--- src/rtl/ext_edge_counter.sv ---
module ext_edge_counter #(
  parameter int CNT_W = 16,
  parameter int FLT_W = 4,
  parameter int PSC_W = 2,
  localparam int PH_W = (1 << PSC_W) - 1
) (
  input  logic             clk,
  input  logic             rst_n,
  input  logic             trig_pin,
  input  logic [FLT_W-1:0] filt_sel,
  input  logic [PSC_W-1:0] psc_sel,
  input  logic             edge_inv,
  input  logic             xclk_en,
  input  logic             cnt_run,
  output logic [CNT_W-1:0] count
);

  logic [1:0]      sync_q;
  logic            flt_q;
  logic [FLT_W-1:0] run_q;
  logic            lvl_q;
  logic [PH_W-1:0] ph_q;

  wire raw = sync_q[1];
  wire flt_off = (filt_sel == '0);
  wire lvl = (flt_off ? raw : flt_q) ^ edge_inv;
  wire hit = xclk_en & lvl & ~lvl_q;

  logic [PH_W:0] span, span_m1;
  assign span    = {{PH_W{1'b0}}, 1'b1} << psc_sel;
  assign span_m1 = span - 1'b1;
  wire tick = hit && ({1'b0, ph_q} == span_m1);

  always_ff @(posedge clk or negedge rst_n)
    if (!rst_n) sync_q <= '0;
    else        sync_q <= {sync_q[0], trig_pin};

  always_ff @(posedge clk or negedge rst_n)
    if (!rst_n) begin
      flt_q <= 1'b0;
      run_q <= '0;
    end else if (flt_off || raw == flt_q) begin
      flt_q <= raw;
      run_q <= '0;
    end else if (({1'b0, run_q} + 1'b1) >= {1'b0, filt_sel}) begin
      flt_q <= raw;
      run_q <= '0;
    end else begin
      run_q <= run_q + 1'b1;
    end

  always_ff @(posedge clk or negedge rst_n)
    if (!rst_n) lvl_q <= 1'b0;
    else        lvl_q <= lvl;

  always_ff @(posedge clk or negedge rst_n)
    if (!rst_n)       ph_q <= '0;
    else if (!xclk_en) ph_q <= '0;
    else if (hit)      ph_q <= tick ? '0 : ph_q + 1'b1;

  always_ff @(posedge clk or negedge rst_n)
    if (!rst_n)              count <= '0;
    else if (cnt_run && tick) count <= count + 1'b1;

endmodule


--- config.mk ---
export PLATFORM = sky130hd
export DESIGN_NAME = ext_edge_counter
export DESIGN_NICKNAME = d
export VERILOG_FILES = /design/src/rtl/ext_edge_counter.sv
export SDC_FILE = /design/constraint.sdc
export NUM_CORES = 1
export LEC_CHECK = 0
export BUFFER_PORTS_ARGS = -buffer_cell sky130_fd_sc_hd__buf_2
export CELL_PAD_IN_SITES_DETAIL_PLACEMENT = 0
export CELL_PAD_IN_SITES_GLOBAL_PLACEMENT = 1
export CORE_MARGIN = 2
export CORE_UTILIZATION = 38
export CTS_CLUSTER_SIZE = 10
export DETAILED_ROUTE_END_ITERATION = 10
export GPL_TIMING_DRIVEN = 0
export HOLD_SLACK_MARGIN = 0.05
export PLACE_DENSITY_LB_ADDON = 0.1
export SLEW_MARGIN = 20
export SYNTH_ARGS = -nofsm -noshare
export SYNTH_HDL_FRONTEND = slang
export SYNTH_SLANG_ARGS = --single-unit
export TNS_END_PERCENT = 30
--- constraint.sdc ---
create_clock -name clk -period 1.99 [get_ports clk]
set_input_delay 0.398 -clock clk [delete_from_list [all_inputs] [get_ports clk]]
set_output_delay 0.398 -clock clk [all_outputs]
set_load 0.05 [all_outputs]
# --- Word-level counts from Yosys, hierarchy flattened ---
# Cells that the tools add are included.
classes:
  n_mul: 0
  n_addsub: 5
  eq_ne: 3
  div_mod_pow: 0
  n_mux: 8
  shift: 1
  n_lt_le_gt_ge: 1
  n_reduce_logical: 5
  bitwise_logic: 4
op_table:
  columns: ["operator", "n"]
  rows:
  - ["16-bit by 1-bit adder with 16-bit output, second input constant", 1]
  - ["3-bit 2-to-1 mux", 3]
  - ["4-bit 2-to-1 mux", 2]
  - ["4-bit by 1-bit adder with 5-bit output, second input constant", 1]
  - ["5-bit by 4-bit >= comparator with 1-bit output", 1]
  - ["4-bit by 1-bit adder with 4-bit output, second input constant", 1]
  - ["3-bit by 4-bit equality test with 1-bit output", 1]
  - ["4-bit zero test", 1]
  - ["1-bit by 2-bit left shift with 4-bit output, first input constant", 1]
  - ["4-bit by 1-bit subtractor with 4-bit output, second input constant", 1]
  - ["3-bit by 1-bit adder with 3-bit output, second input constant", 1]
  - ["1-bit 2-to-1 mux", 3]
  - ["1-bit bitwise AND", 2]
  - ["1-bit logical AND", 2]
  - ["2-bit by 1-bit != test with 1-bit output, second input constant", 1]
  - ["2-bit nonzero test", 1]
  - ["1-bit equality test", 1]
  - ["1-bit logical OR", 1]
  - ["1-bit NOT", 1]
  - ["1-bit XOR", 1]
word_totals:
  latchBits: 0
  output_inout_bits: 16
  mem_bits_ro: 0
  reg_bits: 27
  elab_cells: 33
  ramBits: 0
  n_memories: 0
  in_bits: 12

# --- Logic depth before layout (Yosys ltp) ---
depth:
  ltp_word: 9
  depth_mapped: 6
  ltp_nobuf: 6

# --- Worst setup path after synthesis ---
# Ideal clock, no wire load.
synth_timing:
  path_kind: "register to register"
  startpoint: "register run_q[0]"
  endpoint: "register flt_q"
  period_less_slack_ns: 1.954
  setup_slack_ns: 0.036
  path_stages_with_launch: 7
  setup_ns: 0.125
  path_buffers: 0
  required_ns: 1.865
  arrival_ns: 1.830
  path_cell_list: "dfrtp_1 ha_1 ha_1 a21o_1 a21oi_1 o21ai_0 mux2_2"
synth_between:
  elab_chain_len: 3
synth_lines:
  columns: ["item", "line_no", "source"]
  rows:
  - ["start: declaration", "20", "logic [FLT_W-1:0] run_q;"]
  - ["start signal: assignment", "49", "run_q <= run_q + 1'b1;"]
  - ["4-bit by 1-bit adder with 5-bit output", "45", "end else if (({1'b0, run_q} + 1'b1) >= {1'b0, filt_sel}) begin"]
  - ["5-bit by 4-bit >= comparator with 1-bit output", "45", null]
  - ["2-bit nonzero test (no source line)", null, null]
  - ["end signal: assignment", "43", "flt_q <= raw;"]
  - ["end signal: assignment", "46", "flt_q <= raw;"]
  - ["end: declaration", "19", "logic flt_q;"]
# No other way between the ends.
# A chain may end at the register's enable or synchronous reset.

# --- Worst setup path after layout ---
layout_timing:
  startpoint: "register ph_q[0]"
  endpoint: "register count[10]"
layout_between:
  elab_chain_len: 3
layout_lines:
  columns: ["item", "line_no", "source"]
  rows:
  - ["start: declaration", "22", "logic [PH_W-1:0] ph_q;"]
  - ["start signal: assignment", "59", "else if (hit) ph_q <= tick ? '0 : ph_q + 1'b1;"]
  - ["3-bit by 4-bit equality test with 1-bit output", "32", "wire tick = hit && ({1'b0, ph_q} == span_m1);"]
  - ["1-bit logical AND", "32", null]
  - ["1-bit logical AND", "63", "else if (cnt_run && tick) count <= count + 1'b1;"]
  - ["end signal: assignment", "63", null]
  - ["end: declaration", "15", "output logic [CNT_W-1:0] count"]
# No other way between the ends.

==> qor.yml <==
grt-ovfl-total: 0
vias_per_cell: 5.20
cts_buffers: 3
relSlewSlack_pct: 58.1
synth.distinct_cells: 38
worstPathMaxFanout: 10
r2r_end: "count[10]"
crit_path_end_kind: "flop"
route.detailed.drc: 0
routabilityCongestion: 0.743
worstPathArrival_ps: 2080
dp.cells: 210
synthTopCellsByArea: "dfrtp_1 45%, xor2_1 8.2%, ha_1 5.8%, nor4_2 4.2%, xnor2_1 2.9%"
synth.top_cell.area_share_pct: 45.0
r2r-start: "ph_q[0]"
r2r_setup_slack_ps: 100
clkTransAtPathRegs_ps: 100
rows: 22
min_path_type: "in -> async"
synth.ff_latch_count: 27
io_pins: 28
yosysMostFrequentCell: "dfrtp_1"
syn-mean-instance-area_um2: 11.1
grt_setup_unrepaired: "true"
wl_per_cell_um: 13.7
status: "completed"
drtIter0Drc: 58
tightestPinTransition_ps: 628
track_usage_pct: 15.3
cts_root_buffer: "clkbuf_8"
p_per_area_mw_per_mm2: 851
dieHeight_um: 66.9
core_area_mm2: 0.00374
first_pass_iters: 4
nets: 187
final_max_slew_viol_count: 0
numPortBuffers: 27
ys_warn_count: 0
synthesis.area_mm2: 0.00150
ant_nets: 0
setup_violations: 0
syn_inst: 135
grt_pass1_wl_um: 5210
worst_path_largest_cell_delay_ps: 510
wl_um: 2940
via_count: 1119
timing.fmax_mhz: 530
antenna_found_initial: 0
yosysSeqAreaShare_pct: 45.0
tns_ps: 0
period_share_pct: 94.8
fin_util_pct: 47.5
skew_ps: 5.88
synthFlopType: "dfrtp_1"
period_minus_slack_ps: 1890
required_ps: 2190
place_area_mm2: 0.00170
final_cells: 215
power_leakage_nw: 0.875
worst-r2r-cell-count: 6
cap_violations: 0
die_w_um: 66.9
cts_tree: "built"
synthTopCellsByCount: "27 x dfrtp_1, 14 x xor2_1, 10 x inv_1"
dpl.hpwl_um: 2180
clk-insertion-delay-late_ps: 270
synth_area_leader_cell: "dfrtp_1"
synth_enable_flop_cells: 0
cts_sinks: 27
finalInstanceArea_mm2: 0.00178
synth-async-reset-ratio_pct: 100
slowest_stage: "or4_4"
syn2layout_area_growth_pct: 18.5
clockBufferDepth: 2
drive_above_1_share_pct: 31.1
grt_pass1_vias: 1144
syn-num-nets: 154
vdd_drop_max_mv: 0.407
start_util_pct: 40.1
critical_path_class: "reg -> reg"
start_kind: "flop"
n_antenna_cell: 0
die_area_mm2: 0.00447
htree_num_levels: 1
grt_max_degree: 28
finalHoldViolations: 0
path_cells: "or4_4, nor2_4, o21ai_2, buf_6, nor4_2, xor2_1"
==> layout by cell type, fill, tap and decap left out, types with 2 or more instances in the layout <==
cell type / count
dfrtp_1: 26
buf_2: 28
inv_1: 10
xnor2_1: 5
or3_1: 2
nor4_2: 6
nor2_1: 6
xor2_1: 14
and3_1: 2
nor4bb_1: 3
nand2b_1: 3
nor3_1: 6
o21ai_2: 3
nand4_1: 3
clkbuf_8: 3
ha_1: 6
a21oi_1: 2
nor4_1: 3
nand2_1: 5
nand3_1: 6
and4_1: 2
nor2b_1: 2
==> metrics by stage <==
stage	setup WS, ps	power [mW]	hold slack, ps
after CTS	48.6	1.49	161
after detailed placement	-180	1.16	342
after global routing	-37.4	1.64	173
after floorplan	35.7	1.03	102
final	104	1.51	130
after global placement	-173	1.14	339
==> report_power, final <==
part	switching [mW]	leakage [nW]	internal [mW]	total, mW
combinational	0.277	0.498	0.213	0.490
clock	0.175	0.0255	0.140	0.315
sequential	0.0879	0.352	0.621	0.709
total	0.540	0.875	0.974	1.51
==> flip-flops by register name (all words and copies together) (netlist names) <==
register and count:
sync_q 2, run_q 4, count 16, lvl_q 1, ph_q 3, flt_q 1
==> critical path: cells and delay by family, from the launching register on <==
kind / cells / cell delay [ps]
buf+inv: 1 / 170
flops: 1 / 430
xor+xnor: 1 / 170
simple gates: 3 / 900
compound gates: 1 / 130
==> per-layer routing <==
metal / vias up / GRT usage [%] / wire length (um)
met1: 557 / 20.1 / 1360
met3: 2 / 2.53 / 88
met2: 14 / 25.8 / 1470
met5: - / 0 / 0
met4: 0 / 4.59 / 23
li1: 546 / - / -
==> cells by family after synthesis <==
logic type	share of synthesized area [%]
simple gates	25.4
xor+xnor	11.1
mux	2.17
compound gates	6.92
flops	45.0
buf+inv	3.58
fa+ha+maj	5.83
==> final cells by class <==
cell class	instances	area [um2]
fillers	389	1960
multi-input cells	96	800
flip-flops and latches	27	677
repair buffers	28	143
well taps	48	60.1
clock buffers	3	41.3
inverters	10	37.5
plain buffers	2	16.3
clock inverters	1	5.00
==> repair_timing <==
action                     CTS  global route
hold buffers                 0             0
pin swaps                    0             2
setup buffers                0             1
setup endpoints to repair    1             8
resized for setup            2             4
==> worst max path at each step <==
stage	startpoint	endpoint	slack (ps)	cells past startpoint
6_report	ph_q[0]	count[10]	100	6
4_1_cts	run_q[0]	flt_q	50	6
5_1_grt	ph_q[0]	count[9]	-40	6
3_5_place_dp	run_q[0]	flt_q	-180	6
2_1_floorplan	run_q[0]	flt_q	40	6
3_3_place_gp	run_q[0]	flt_q	-170	6
(Power assumes the default switching activity.)
